### src/rtl/refresh_ctrl_pkg.sv
package refresh_ctrl_pkg;

  typedef enum logic [2:0] {
    ST_PAUSE,
    ST_IDLE,
    ST_CSETUP,
    ST_RASACT,
    ST_PRECH
  } refState_e;

  typedef struct packed {
    logic phaseClr;
    logic takeInit;
    logic takePend;
    logic setReady;
    logic rasLow;
    logic casLow;
  } refStrobe_t;

endpackage

### src/rtl/refresh_dp.sv
module refresh_dp
  import refresh_ctrl_pkg::*;
#(
  parameter int PAUSE_CYC    = 20000,
  parameter int INIT_CYCLES  = 8,
  parameter int INTERVAL_CYC = 1560,
  parameter int MAX_PEND     = 4,
  parameter int PH_W         = 4
) (
  input  logic            clk,
  input  logic            rstN,
  input  refStrobe_t      strobe,
  output logic            pauseDone,
  output logic            initDone,
  output logic            pendAny,
  output logic [PH_W-1:0] phase,
  output logic            memReady,
  output logic            rasN,
  output logic            casN
);

  localparam int PAUSE_W = $clog2(PAUSE_CYC + 1);
  localparam int INIT_W  = $clog2(INIT_CYCLES + 1);
  localparam int IV_W    = (INTERVAL_CYC > 1) ? $clog2(INTERVAL_CYC) : 1;
  localparam int PEND_W  = $clog2(MAX_PEND + 1);

  logic [PAUSE_W-1:0] pauseCnt;
  logic [INIT_W-1:0]  initCnt;
  logic [IV_W-1:0]    ivCnt;
  logic [PEND_W-1:0]  pendCnt;
  logic               ivTick;

  assign pauseDone = (pauseCnt == PAUSE_W'(PAUSE_CYC));
  assign initDone  = (initCnt == INIT_W'(INIT_CYCLES));
  assign pendAny   = (pendCnt != '0);
  assign ivTick    = memReady && (ivCnt == IV_W'(INTERVAL_CYC - 1));

  // power-up settling pause
  always_ff @(posedge clk or negedge rstN) begin
    if (!rstN)           pauseCnt <= '0;
    else if (!pauseDone) pauseCnt <= pauseCnt + 1'b1;
  end

  // phase counter shared by all timed states
  always_ff @(posedge clk or negedge rstN) begin
    if (!rstN)                phase <= '0;
    else if (strobe.phaseClr) phase <= '0;
    else                      phase <= phase + 1'b1;
  end

  // warm-up cycle count
  always_ff @(posedge clk or negedge rstN) begin
    if (!rstN)                initCnt <= '0;
    else if (strobe.takeInit) initCnt <= initCnt + 1'b1;
  end

  always_ff @(posedge clk or negedge rstN) begin
    if (!rstN) memReady <= 1'b0;
    else       memReady <= memReady | strobe.setReady;
  end

  // refresh interval timer, free running once ready
  always_ff @(posedge clk or negedge rstN) begin
    if (!rstN)         ivCnt <= '0;
    else if (ivTick)   ivCnt <= '0;
    else if (memReady) ivCnt <= ivCnt + 1'b1;
  end

  // owed refresh count, saturating
  always_ff @(posedge clk or negedge rstN) begin
    if (!rstN) pendCnt <= '0;
    else begin
      unique case ({ivTick, strobe.takePend})
        2'b10: if (pendCnt != PEND_W'(MAX_PEND)) pendCnt <= pendCnt + 1'b1;
        2'b01: pendCnt <= pendCnt - 1'b1;
        default: pendCnt <= pendCnt;
      endcase
    end
  end

  // registered strobe pins
  always_ff @(posedge clk or negedge rstN) begin
    if (!rstN) begin
      rasN <= 1'b1;
      casN <= 1'b1;
    end else begin
      rasN <= !strobe.rasLow;
      casN <= !strobe.casLow;
    end
  end

  p_take_has_pend_r10: assert property (@(posedge clk) disable iff (!rstN)
    strobe.takePend |-> pendCnt != '0)
    else $error("refresh taken with nothing owed");

  p_ready_after_init_r3: assert property (@(posedge clk) disable iff (!rstN)
    $rose(memReady) |-> initCnt == INIT_W'(INIT_CYCLES))
    else $error("ready before warm-up finished");

  p_cbr_order_r4: assert property (@(posedge clk) disable iff (!rstN)
    $fell(rasN) |-> !casN)
    else $error("RAS fell without CAS low");

  p_cas_first_r4: assert property (@(posedge clk) disable iff (!rstN)
    $fell(casN) |-> rasN)
    else $error("CAS fell while RAS low");

endmodule

### src/rtl/refresh_fsm.sv
module refresh_fsm
  import refresh_ctrl_pkg::*;
#(
  parameter int T_CSU   = 1,
  parameter int T_CHOLD = 1,
  parameter int T_RAS   = 6,
  parameter int T_RP    = 4,
  parameter int PH_W    = 4
) (
  input  logic            clk,
  input  logic            rstN,
  input  logic            refGrant,
  input  logic            pauseDone,
  input  logic            initDone,
  input  logic            pendAny,
  input  logic [PH_W-1:0] phase,
  input  logic            memReady,
  output refStrobe_t      strobe,
  output logic            refReq
);

  refState_e st, stNext;
  logic csuEnd, rasEnd, rpEnd;

  assign csuEnd = (phase == PH_W'(T_CSU - 1));
  assign rasEnd = (phase == PH_W'(T_RAS - 1));
  assign rpEnd  = (phase == PH_W'(T_RP - 1));

  always_comb begin
    stNext          = st;
    strobe          = '0;
    strobe.rasLow   = (st == ST_RASACT);
    strobe.casLow   = (st == ST_CSETUP) ||
                      ((st == ST_RASACT) && (phase < PH_W'(T_CHOLD)));
    unique case (st)
      ST_PAUSE:  if (pauseDone) stNext = ST_CSETUP;
      ST_IDLE:   if (pendAny && refGrant) stNext = ST_CSETUP;
      ST_CSETUP: if (csuEnd) begin
                   stNext          = ST_RASACT;
                   strobe.takeInit = !memReady;
                   strobe.takePend = memReady;
                 end
      ST_RASACT: if (rasEnd) stNext = ST_PRECH;
      ST_PRECH:  if (rpEnd) begin
                   if (!memReady) begin
                     if (initDone) begin
                       stNext          = ST_IDLE;
                       strobe.setReady = 1'b1;
                     end else begin
                       stNext = ST_CSETUP;
                     end
                   end else begin
                     stNext = pendAny ? ST_CSETUP : ST_IDLE;
                   end
                 end
      default:   stNext = ST_IDLE;
    endcase
    strobe.phaseClr = (stNext != st);
  end

  always_ff @(posedge clk or negedge rstN) begin
    if (!rstN) st <= ST_PAUSE;
    else       st <= stNext;
  end

  assign refReq = memReady && (pendAny || (st != ST_IDLE));

  p_grant_gate_r9: assert property (@(posedge clk) disable iff (!rstN)
    (st == ST_IDLE && !refGrant) |=> (st == ST_IDLE))
    else $error("refresh started without grant");

endmodule

### src/rtl/refresh_ctrl.sv
module refresh_ctrl
  import refresh_ctrl_pkg::*;
#(
  parameter int PAUSE_CYC    = 20000,
  parameter int INIT_CYCLES  = 8,
  parameter int INTERVAL_CYC = 1560,
  parameter int MAX_PEND     = 4,
  parameter int T_CSU        = 1,
  parameter int T_CHOLD      = 1,
  parameter int T_RAS        = 6,
  parameter int T_RP         = 4
) (
  input  logic clk,
  input  logic rstN,
  input  logic refGrant,
  output logic refReq,
  output logic memReady,
  output logic rasN,
  output logic casN,
  output logic weN,
  output logic oeN
);

  localparam int PH_MAX0 = (T_CSU > T_RAS) ? T_CSU : T_RAS;
  localparam int PH_MAX  = (PH_MAX0 > T_RP) ? PH_MAX0 : T_RP;
  localparam int PH_W    = $clog2(PH_MAX + 1);

  refStrobe_t      strobe;
  logic            pauseDone, initDone, pendAny;
  logic [PH_W-1:0] phase;

  refresh_fsm #(
    .T_CSU(T_CSU), .T_CHOLD(T_CHOLD), .T_RAS(T_RAS), .T_RP(T_RP), .PH_W(PH_W)
  ) uFsm (
    .clk(clk), .rstN(rstN), .refGrant(refGrant),
    .pauseDone(pauseDone), .initDone(initDone), .pendAny(pendAny),
    .phase(phase), .memReady(memReady), .strobe(strobe), .refReq(refReq)
  );

  refresh_dp #(
    .PAUSE_CYC(PAUSE_CYC), .INIT_CYCLES(INIT_CYCLES),
    .INTERVAL_CYC(INTERVAL_CYC), .MAX_PEND(MAX_PEND), .PH_W(PH_W)
  ) uDp (
    .clk(clk), .rstN(rstN), .strobe(strobe),
    .pauseDone(pauseDone), .initDone(initDone), .pendAny(pendAny),
    .phase(phase), .memReady(memReady), .rasN(rasN), .casN(casN)
  );

  assign weN = 1'b1;
  assign oeN = 1'b1;

  p_pause_quiet_r2: assert property (@(posedge clk) disable iff (!rstN)
    !pauseDone |-> (rasN && casN))
    else $error("strobe active during power-up pause");

endmodule

### config.mk
export PLATFORM = sky130hd
export DESIGN_NAME = refresh_ctrl
export DESIGN_NICKNAME = d
export VERILOG_FILES = /design/src/rtl/refresh_ctrl_pkg.sv /design/src/rtl/refresh_dp.sv /design/src/rtl/refresh_fsm.sv /design/src/rtl/refresh_ctrl.sv
export SDC_FILE = /design/constraint.sdc
export NUM_CORES = 1
export LEC_CHECK = 0
export ABC_AREA = 1
export BUFFER_PORTS_ARGS = -buffer_cell sky130_fd_sc_hd__buf_2
export CORE_MARGIN = 2
export CORE_UTILIZATION = 45
export CTS_BUF_LIST = sky130_fd_sc_hd__clkbuf_8
export DETAILED_ROUTE_END_ITERATION = 12
export GPL_TIMING_DRIVEN = 0
export PLACE_DENSITY_LB_ADDON = 0.08
export SLEW_MARGIN = 25
export SYNTH_ARGS = -nofsm -noshare
export SYNTH_HDL_FRONTEND = slang
export SYNTH_HIERARCHICAL = 1
export SYNTH_SLANG_ARGS = --single-unit
### constraint.sdc
create_clock -name clk -period 2.65 [get_ports clk]
set_input_delay 0.265 -clock clk [delete_from_list [all_inputs] [get_ports clk]]
set_output_delay 0.265 -clock clk [all_outputs]
set_load 0.01 [all_outputs]
==> results_dict.tcl, run 1 <==
set metrics [dict create \
    globalRouteOverflowTotal 0 \
    synth_mux_area_frac 0.004173 \
    routed_wire_length_um 4361 \
    worst_slack_ns 0.5673 \
    power.density_cell_area_nw_per_um2 446.7 \
    cts_root_buffer "sky130_fd_sc_hd__clkbuf_8" \
    vdd.ir_drop.worst_mv 0.3104 \
    clock_tree.buffer_depth 2 \
    route.detailed.wl_per_inst_um 11.27 \
    dp.final_hpwl_um 3184 \
    number_of_global_route_vias_before_repair 1805 \
    clkPwrFrac 0.443 \
    antenna_left 0 \
    postCtsHoldBufs 0 \
    num-nets-final 326 \
    route.detailed.vias_per_inst 4.804 \
    clkTransAtPathRegs_ns 0.09 \
    area_delta_synth_final_pct 10.43 \
    worst_setup_path_start_kind "flip-flop" \
    antenna_found_initial 0 \
    synth.yosys.seq_area_share 0.4392 \
    seq_area_um2 1054 \
    cp-end-kind "flip-flop" \
    vias 1859 \
    synthesis.instances 301 \
    rsz0062_at_grt "false" \
    io_buffer_count 6 \
    cpMaxStageDelayCell "sky130_fd_sc_hd__dfrtp_1" \
    antenna_cells 0 \
    multi_input_area_um2 1139 \
    power_switching_uw 235.1 \
    critical_path_fanouts_max 6 \
    timing.max_slew.rel_slack 0.6497 \
    critical_path.max_stage_delay_ns 0.42 \
    timing.clock.skew_ns 0.009247 \
    full_die_area_um2 5930 \
    crit_required_ns 2.84 \
    die_h_um 77.01 \
    avgSynthCellArea_um2 7.969 \
    main_combinational_cell_family_by_area_after_synthesis "simple AND/OR/NAND/NOR gates" \
    synth_fa_ha_area_frac 0.03965 \
    setup_viol 0 \
    final_min_period_over_clock_period 0.7859 \
    cts.repair.resized 0 \
    grt_overall_usage 0.1661 \
    finalWeightedCongestion 0.8212 \
    synth-simple-area-share 0.3198 \
    floorplan.rows 26 \
    design.portCount 9 \
    switching_fraction 0.1987 \
    source_to_sink_clock_delay_at_the_later_pin_of_the_worst_skew_pair_ns 0.30 \
    timing.final.max_slew_violations 0 \
    tns_ns 0 \
    p_int_uw 948.3 \
    fillerInstances 540 \
    grt_pass1_wl_um 7935 \
    post_cts_buffers 0 \
    finalCriticalPeriod_ns 2.083 \
    synth_area_in_compound_gates 0.04591 \
    hold_viol 0 \
    cts_made_buffers 5 \
    detail_route.iter0.violations 113 \
    postSynthRegisterBits 42 \
    initial_utilization 0.4667 \
    drv.max_cap_violation_count 0 \
    critPathKind "flip-flop to flip-flop" \
    path_cells "inv_1, nand3_1, nor2_1, inv_1, nor2_1, nand2_4, fa_1, inv_1, nand2_1, nand3_1, nand2_1" \
    yosysWarningCount 6 \
    outcome "finished clean" \
    synth_xor_xnor_area_share 0.06208 \
    grt_max_degree 43 \
    netlist_area_um2 2399 \
    tightestPinTransition_ns 0.5255 \
    cts_tree "done" \
    layout-drive-gt1-share 0.1514 \
    dieWidth_um 77.01 \
    hold_path.class "primary input to flip-flop" \
    detail_route.drc_violations 0 \
    detailedRoute.firstPassIterationCount 4 \
    power.share.sequential 0.541 \
    timing.critical_path.mode_cell "sky130_fd_sc_hd__inv_1" \
    dp_worst_setup_slack_ns 0.5635 \
    p_leak_nw 1.303 \
    synth_cell_types 30 \
    layout.cells.most_common "sky130_fd_sc_hd__nand2_1" \
    max_clock_freq_ghz 0.4801 \
    fp.coreArea_um2 5140 \
    numClockSinks 42 \
    cts-htree-levels 2 \
    comb_power_share 0.016 \
    most_used_cells_in_the_layout_excluding_fill_and_tap_cells "sky130_fd_sc_hd__nand2_1 (66), sky130_fd_sc_hd__inv_1 (45), sky130_fd_sc_hd__dfrtp_1 (40)" \
    crit_arrival_ns 2.27 \
]
==> logic make-up after synthesis <==
group	after synthesis
buffers and inverters	53
adders and majority gates	7
other	1
AOI/OAI and AO/OA	21
and+or+nand+nor	159
xor gates and xnor gates	17
muxes	1
DFF	42
==> layer usage <==
layer	up-vias	routed length, um	track usage
met3	5	133	0.03882
li1	969	-	-
met5	-	0	0
met4	0	67	0.06607
met1	867	2186	0.2212
met2	18	1974	0.2623
==> cell usage after synthesis <==
master	number	area, um2
sky130_fd_sc_hd__nand4_2	1	12.51
sky130_fd_sc_hd__nor2_2	6	37.54
sky130_fd_sc_hd__xor2_1	12	105.1
sky130_fd_sc_hd__nand2_4	1	11.26
sky130_fd_sc_hd__nor3_1	4	20.02
sky130_fd_sc_hd__nor3_4	1	16.27
sky130_fd_sc_hd__o31ai_1	1	7.510
sky130_fd_sc_hd__nand3_1	24	120.1
sky130_fd_sc_hd__nor2_4	1	11.26
sky130_fd_sc_hd__mux2i_1	1	10.01
sky130_fd_sc_hd__inv_1	44	165.2
sky130_fd_sc_hd__fa_1	1	20.02
sky130_fd_sc_hd__nor2_1	32	120.1
sky130_fd_sc_hd__o21ai_0	10	50.05
sky130_fd_sc_hd__o211ai_1	1	7.510
sky130_fd_sc_hd__dfrtp_1	40	1001
sky130_fd_sc_hd__a21oi_1	7	35.03
sky130_fd_sc_hd__nand3_2	4	40.04
sky130_fd_sc_hd__or2_2	1	6.260
sky130_fd_sc_hd__nand4_1	9	56.30
sky130_fd_sc_hd__dfstp_2	2	52.55
sky130_fd_sc_hd__nor3_2	3	30.03
sky130_fd_sc_hd__inv_2	6	22.52
sky130_fd_sc_hd__o21ai_1	2	10.01
sky130_fd_sc_hd__conb_1	1	3.750
sky130_fd_sc_hd__buf_4	3	22.52
sky130_fd_sc_hd__xnor2_1	5	43.79
sky130_fd_sc_hd__ha_1	6	75.07
sky130_fd_sc_hd__nand2_1	66	247.7
sky130_fd_sc_hd__nand2_2	6	37.54
==> power groups by stage <==
stage | logic (mW) | clock network, mW | registers (mW)
3_5_place_dp | 0.0183 | 0 | 0.653
5_1_grt | 0.0220 | 0.570 | 0.640
6_report | 0.0184 | 0.524 | 0.640
2_1_floorplan | 0.00344 | 0 | 0.653
3_3_place_gp | 0.0185 | 0 | 0.653
4_1_cts | 0.0183 | 0.550 | 0.640
==> path summary, 6_finish.rpt <==
kind	start	to	slack, ns	cells after the start
worst min-delay path	refGrant	uFsm/st[1]	0.41	7
worst max-delay path	uFsm/st[2]	uDp/pendCnt[2]	0.57	11
worst max register to register	uFsm/st[2]	uDp/pendCnt[2]	0.57	11
min in group asynchronous	rstN	uDp/pauseCnt[8]	0.49	2
max in group asynchronous	rstN	uDp/casN	1.79	2
worst min register to register	uDp/initCnt[3]	uDp/initCnt[3]	0.47	1
==> critical path: cells and delay by family, from the launching register on <==
family                     cells  cell delay, ns
buffers and inverters          3            0.31
adders and majority gates      1            0.40
DFF                            1            0.42
and+or+nand+nor                7            0.85
==> sequential cells by signal, summed over array words and instances, names as in the netlist <==
name          cells
uDp/casN          1
uDp/pauseCnt     15
uDp/rasN          1
uFsm/st           3
uDp/initCnt       4
uDp/pendCnt       3
uDp/memReady      1
uDp/phase         3
uDp/ivCnt        11
==> layout make-up <==
type                            count  share of cell area
Multi-Input combinational cell    207              0.4299
Sequential cell                    42              0.3977
Inverter                           50             0.07085
Tap cell                           70             0.03307
Clock buffer                        6             0.03118
Timing Repair Buffer                7             0.01606
Clock inverter                      2             0.01275
Buffer                              3            0.008503
==> metrics by stage <==
step | std cells | power [mW] | utilization | cell area (um2) | hold WS, ns
after floorplan | 302 | 0.6567 | - | 2402 | -0.03059
after global routing | 387 | 1.233 | 0.5153 | 2649 | 0.4538
final | 387 | 1.183 | 0.5153 | 2649 | 0.4055
after CTS | 386 | 1.209 | 0.5129 | 2636 | 0.1388
after global placement | 378 | 0.6715 | 0.4903 | 2520 | 0.4581
after detailed placement | 378 | 0.6714 | 0.4903 | 2520 | 0.4577
(Power assumes the default switching activity.)
==> run 2, diff against run 1 <==
==> constraint.sdc (replaced) <==
create_clock -name clk -period 1.9 [get_ports clk]
set_input_delay 0.19 -clock clk [delete_from_list [all_inputs] [get_ports clk]]
set_output_delay 0.19 -clock clk [all_outputs]
set_load 0.01 [all_outputs]
==> run 2 against run 1 <==
Against the previous run: utilization rose by 2.9 points; sequential share of layout area shrank 1.9 points; first-iteration DRC count shrank 4.4%; cell count grew 3.4%; critical endpoint is now uDp/pendCnt[1]; sequential power up 40%; via count grew 2.6%; clock-buffer cell count unchanged.
==> results_dict.tcl, run 2 (synthesis gave the netlist of run 1 again) <==
set metrics [dict create \
    antenna_found_initial 0 \
    area_delta_synth_final_pct 16.59 \
    hold_path.class "primary input to flip-flop" \
    drv.max_cap_violation_count 0 \
    tns_ns 0 \
    grt_pass1_wl_um 7941 \
    grt_max_degree 43 \
    hold_slack_ns 0.3319 \
    timing.reg2reg.worst_path_depth 10 \
    vdd.ir_drop.worst_mv 0.4354 \
    dp.final_hpwl_um 3184 \
    detail_route.drc_violations 0 \
    finalWeightedCongestion 0.8212 \
    timing.clock.skew_ns 0.008972 \
    largest_registers "uDp/pauseCnt x15, uDp/ivCnt x11, uDp/initCnt x4" \
    antenna_cells 0 \
    hold_start "refGrant" \
    dieWidth_um 77.01 \
    cts-htree-levels 2 \
    die_h_um 77.01 \
    grt_overall_usage 0.1661 \
    cp-end-kind "flip-flop" \
    globalRouteOverflowTotal 0 \
    initial_utilization 0.4667 \
    source_to_sink_clock_delay_at_the_later_pin_of_the_worst_skew_pair_ns 0.30 \
    finalCriticalPeriod_ns 1.808 \
    r2r_start "uFsm/st[0]" \
    p_leak_nw 1.363 \
    timing.final.max_slew_violations 0 \
    full_die_area_um2 5930 \
    critPathKind "flip-flop to flip-flop" \
    finalCoreUtilization 0.5441 \
    floorplan.rows 26 \
    endpoint_of_the_worst_hold_timing_path "uFsm/st[1]" \
    cts_root_buffer "sky130_fd_sc_hd__clkbuf_8" \
    max_clock_freq_ghz 0.5530 \
    num-nets-final 339 \
    crit_required_ns 2.08 \
    min_delay_path_depth 7 \
    timing.max_slew.rel_slack 0.6515 \
    hold_viol 0 \
    cts_made_buffers 5 \
    routed_wire_length_um 4482 \
    crit_arrival_ns 1.99 \
    most_used_cells_in_the_layout_excluding_fill_and_tap_cells "sky130_fd_sc_hd__nand2_1 (65), sky130_fd_sc_hd__inv_1 (43), sky130_fd_sc_hd__dfrtp_1 (36)" \
    outcome "finished clean" \
    worst_setup_path_start_kind "flip-flop" \
    fillerInstances 526 \
    clkTransAtPathRegs_ns 0.08 \
    route.detailed.vias_per_inst 4.768 \
    numClockSinks 42 \
    largest_register_ffs 15 \
    critical_path_fanouts_max 5 \
    detail_route.iter0.violations 108 \
    route.detailed.wl_per_inst_um 11.21 \
    tightestPinTransition_ns 0.5227 \
    clock_tree.buffer_depth 2 \
    power.density_cell_area_nw_per_um2 590.8 \
    layout.cells.most_common "sky130_fd_sc_hd__nand2_1" \
    layout-drive-gt1-share 0.2212 \
    final_min_period_over_clock_period 0.9517 \
    worst_reg2reg_endpoint "uDp/pendCnt[1]" \
    number_of_global_route_vias_before_repair 1805 \
    worst_reg2reg_setup_slack_ns 0.09 \
    io_buffer_count 6 \
    design.portCount 9 \
    cts_tree "done" \
    vias 1907 \
    fp.coreArea_um2 5140 \
    detailedRoute.firstPassIterationCount 4 \
    antenna_left 0 \
    registers.top_by_ff_count "uDp/pauseCnt" \
    setup_viol 0 \
]
## run 2: cell types whose count changed in the layout (fill, tap and decap cells not counted), sizes merged
| cell | before | now |
|---|---|---|
| buf | 9 | 22 |
## run 2: where the power goes
group	switching [mW]	internal [mW]
logic	0.0194	0.00610
clock network	0.310	0.423
registers	0	0.893
## run 2: routing by layer
layer | vias to the layer above | wire length [um] | GRT usage
met3 | 5 | 94 | 0.03882
met4 | 0 | 67 | 0.06607
met2 | 12 | 2090 | 0.2623
met5 | - | 0 | 0
li1 | 997 | - | -
met1 | 893 | 2229 | 0.2212
## run 2: worst max-delay path, cell delays in order (launching register included)
cell,delay [ns]
sky130_fd_sc_hd__dfrtp_2,0.44
sky130_fd_sc_hd__inv_2,0.10
sky130_fd_sc_hd__nand3_4,0.09
sky130_fd_sc_hd__nor2_4,0.13
sky130_fd_sc_hd__inv_2,0.06
sky130_fd_sc_hd__nor2_4,0.14
sky130_fd_sc_hd__nand2_4,0.08
sky130_fd_sc_hd__fa_2,0.52
sky130_fd_sc_hd__inv_1,0.04
sky130_fd_sc_hd__nand2_1,0.05
sky130_fd_sc_hd__o21ai_1,0.05
## run 2: final cells by class
class	count	area, um2	share of cell area
Clock inverter	2	33.78	0.01208
Tap cell	70	87.58	0.03132
Inverter	50	187.7	0.06711
Sequential cell	42	1059	0.3785
Timing Repair Buffer	20	140.1	0.05011
Buffer	3	22.52	0.008054
Clock buffer	6	82.58	0.02953
Multi-Input combinational cell	207	1184	0.4233
## run 2: how the worst max path moves through the flow
stage	startpoint	to	slack, ns	cells past startpoint
2_1_floorplan	uFsm/st[2]	uDp/pendCnt[2]	0.06	11
3_3_place_gp	uFsm/st[2]	uDp/pendCnt[2]	-0.17	11
3_5_place_dp	uFsm/st[2]	uDp/pendCnt[2]	-0.19	11
4_1_cts	uFsm/st[0]	uDp/pendCnt[2]	0.02	11
5_1_grt	uDp/pauseCnt[1]	uDp/phase[2]	-0.01	11
6_report	uFsm/st[0]	uDp/pendCnt[1]	0.09	10
## run 2: through the flow
| stage | area, um2 | std cells | power (mW) | setup WS, ns |
|---|---|---|---|---|
| 3_3_place_gp | 2520 | 378 | 0.9366 | -0.1711 |
| 3_5_place_dp | 2520 | 378 | 0.9365 | -0.1865 |
| 2_1_floorplan | 2402 | 302 | 0.9159 | 0.06000 |
| 6_report | 2796 | 400 | 1.652 | 0.09178 |
| 5_1_grt | 2796 | 400 | 1.719 | -0.009841 |
| 4_1_cts | 2648 | 386 | 1.686 | 0.02029 |
## run 2: what timing repair did
item / in CTS / in global routing
buffers inserted: 0 / 13
gates resized for setup: 5 / 11
endpoints found under the setup margin: 2 / 5
pin swaps: 0 / 2
hold buffers: 0 / 1
endpoints found under the hold margin: 0 / 40
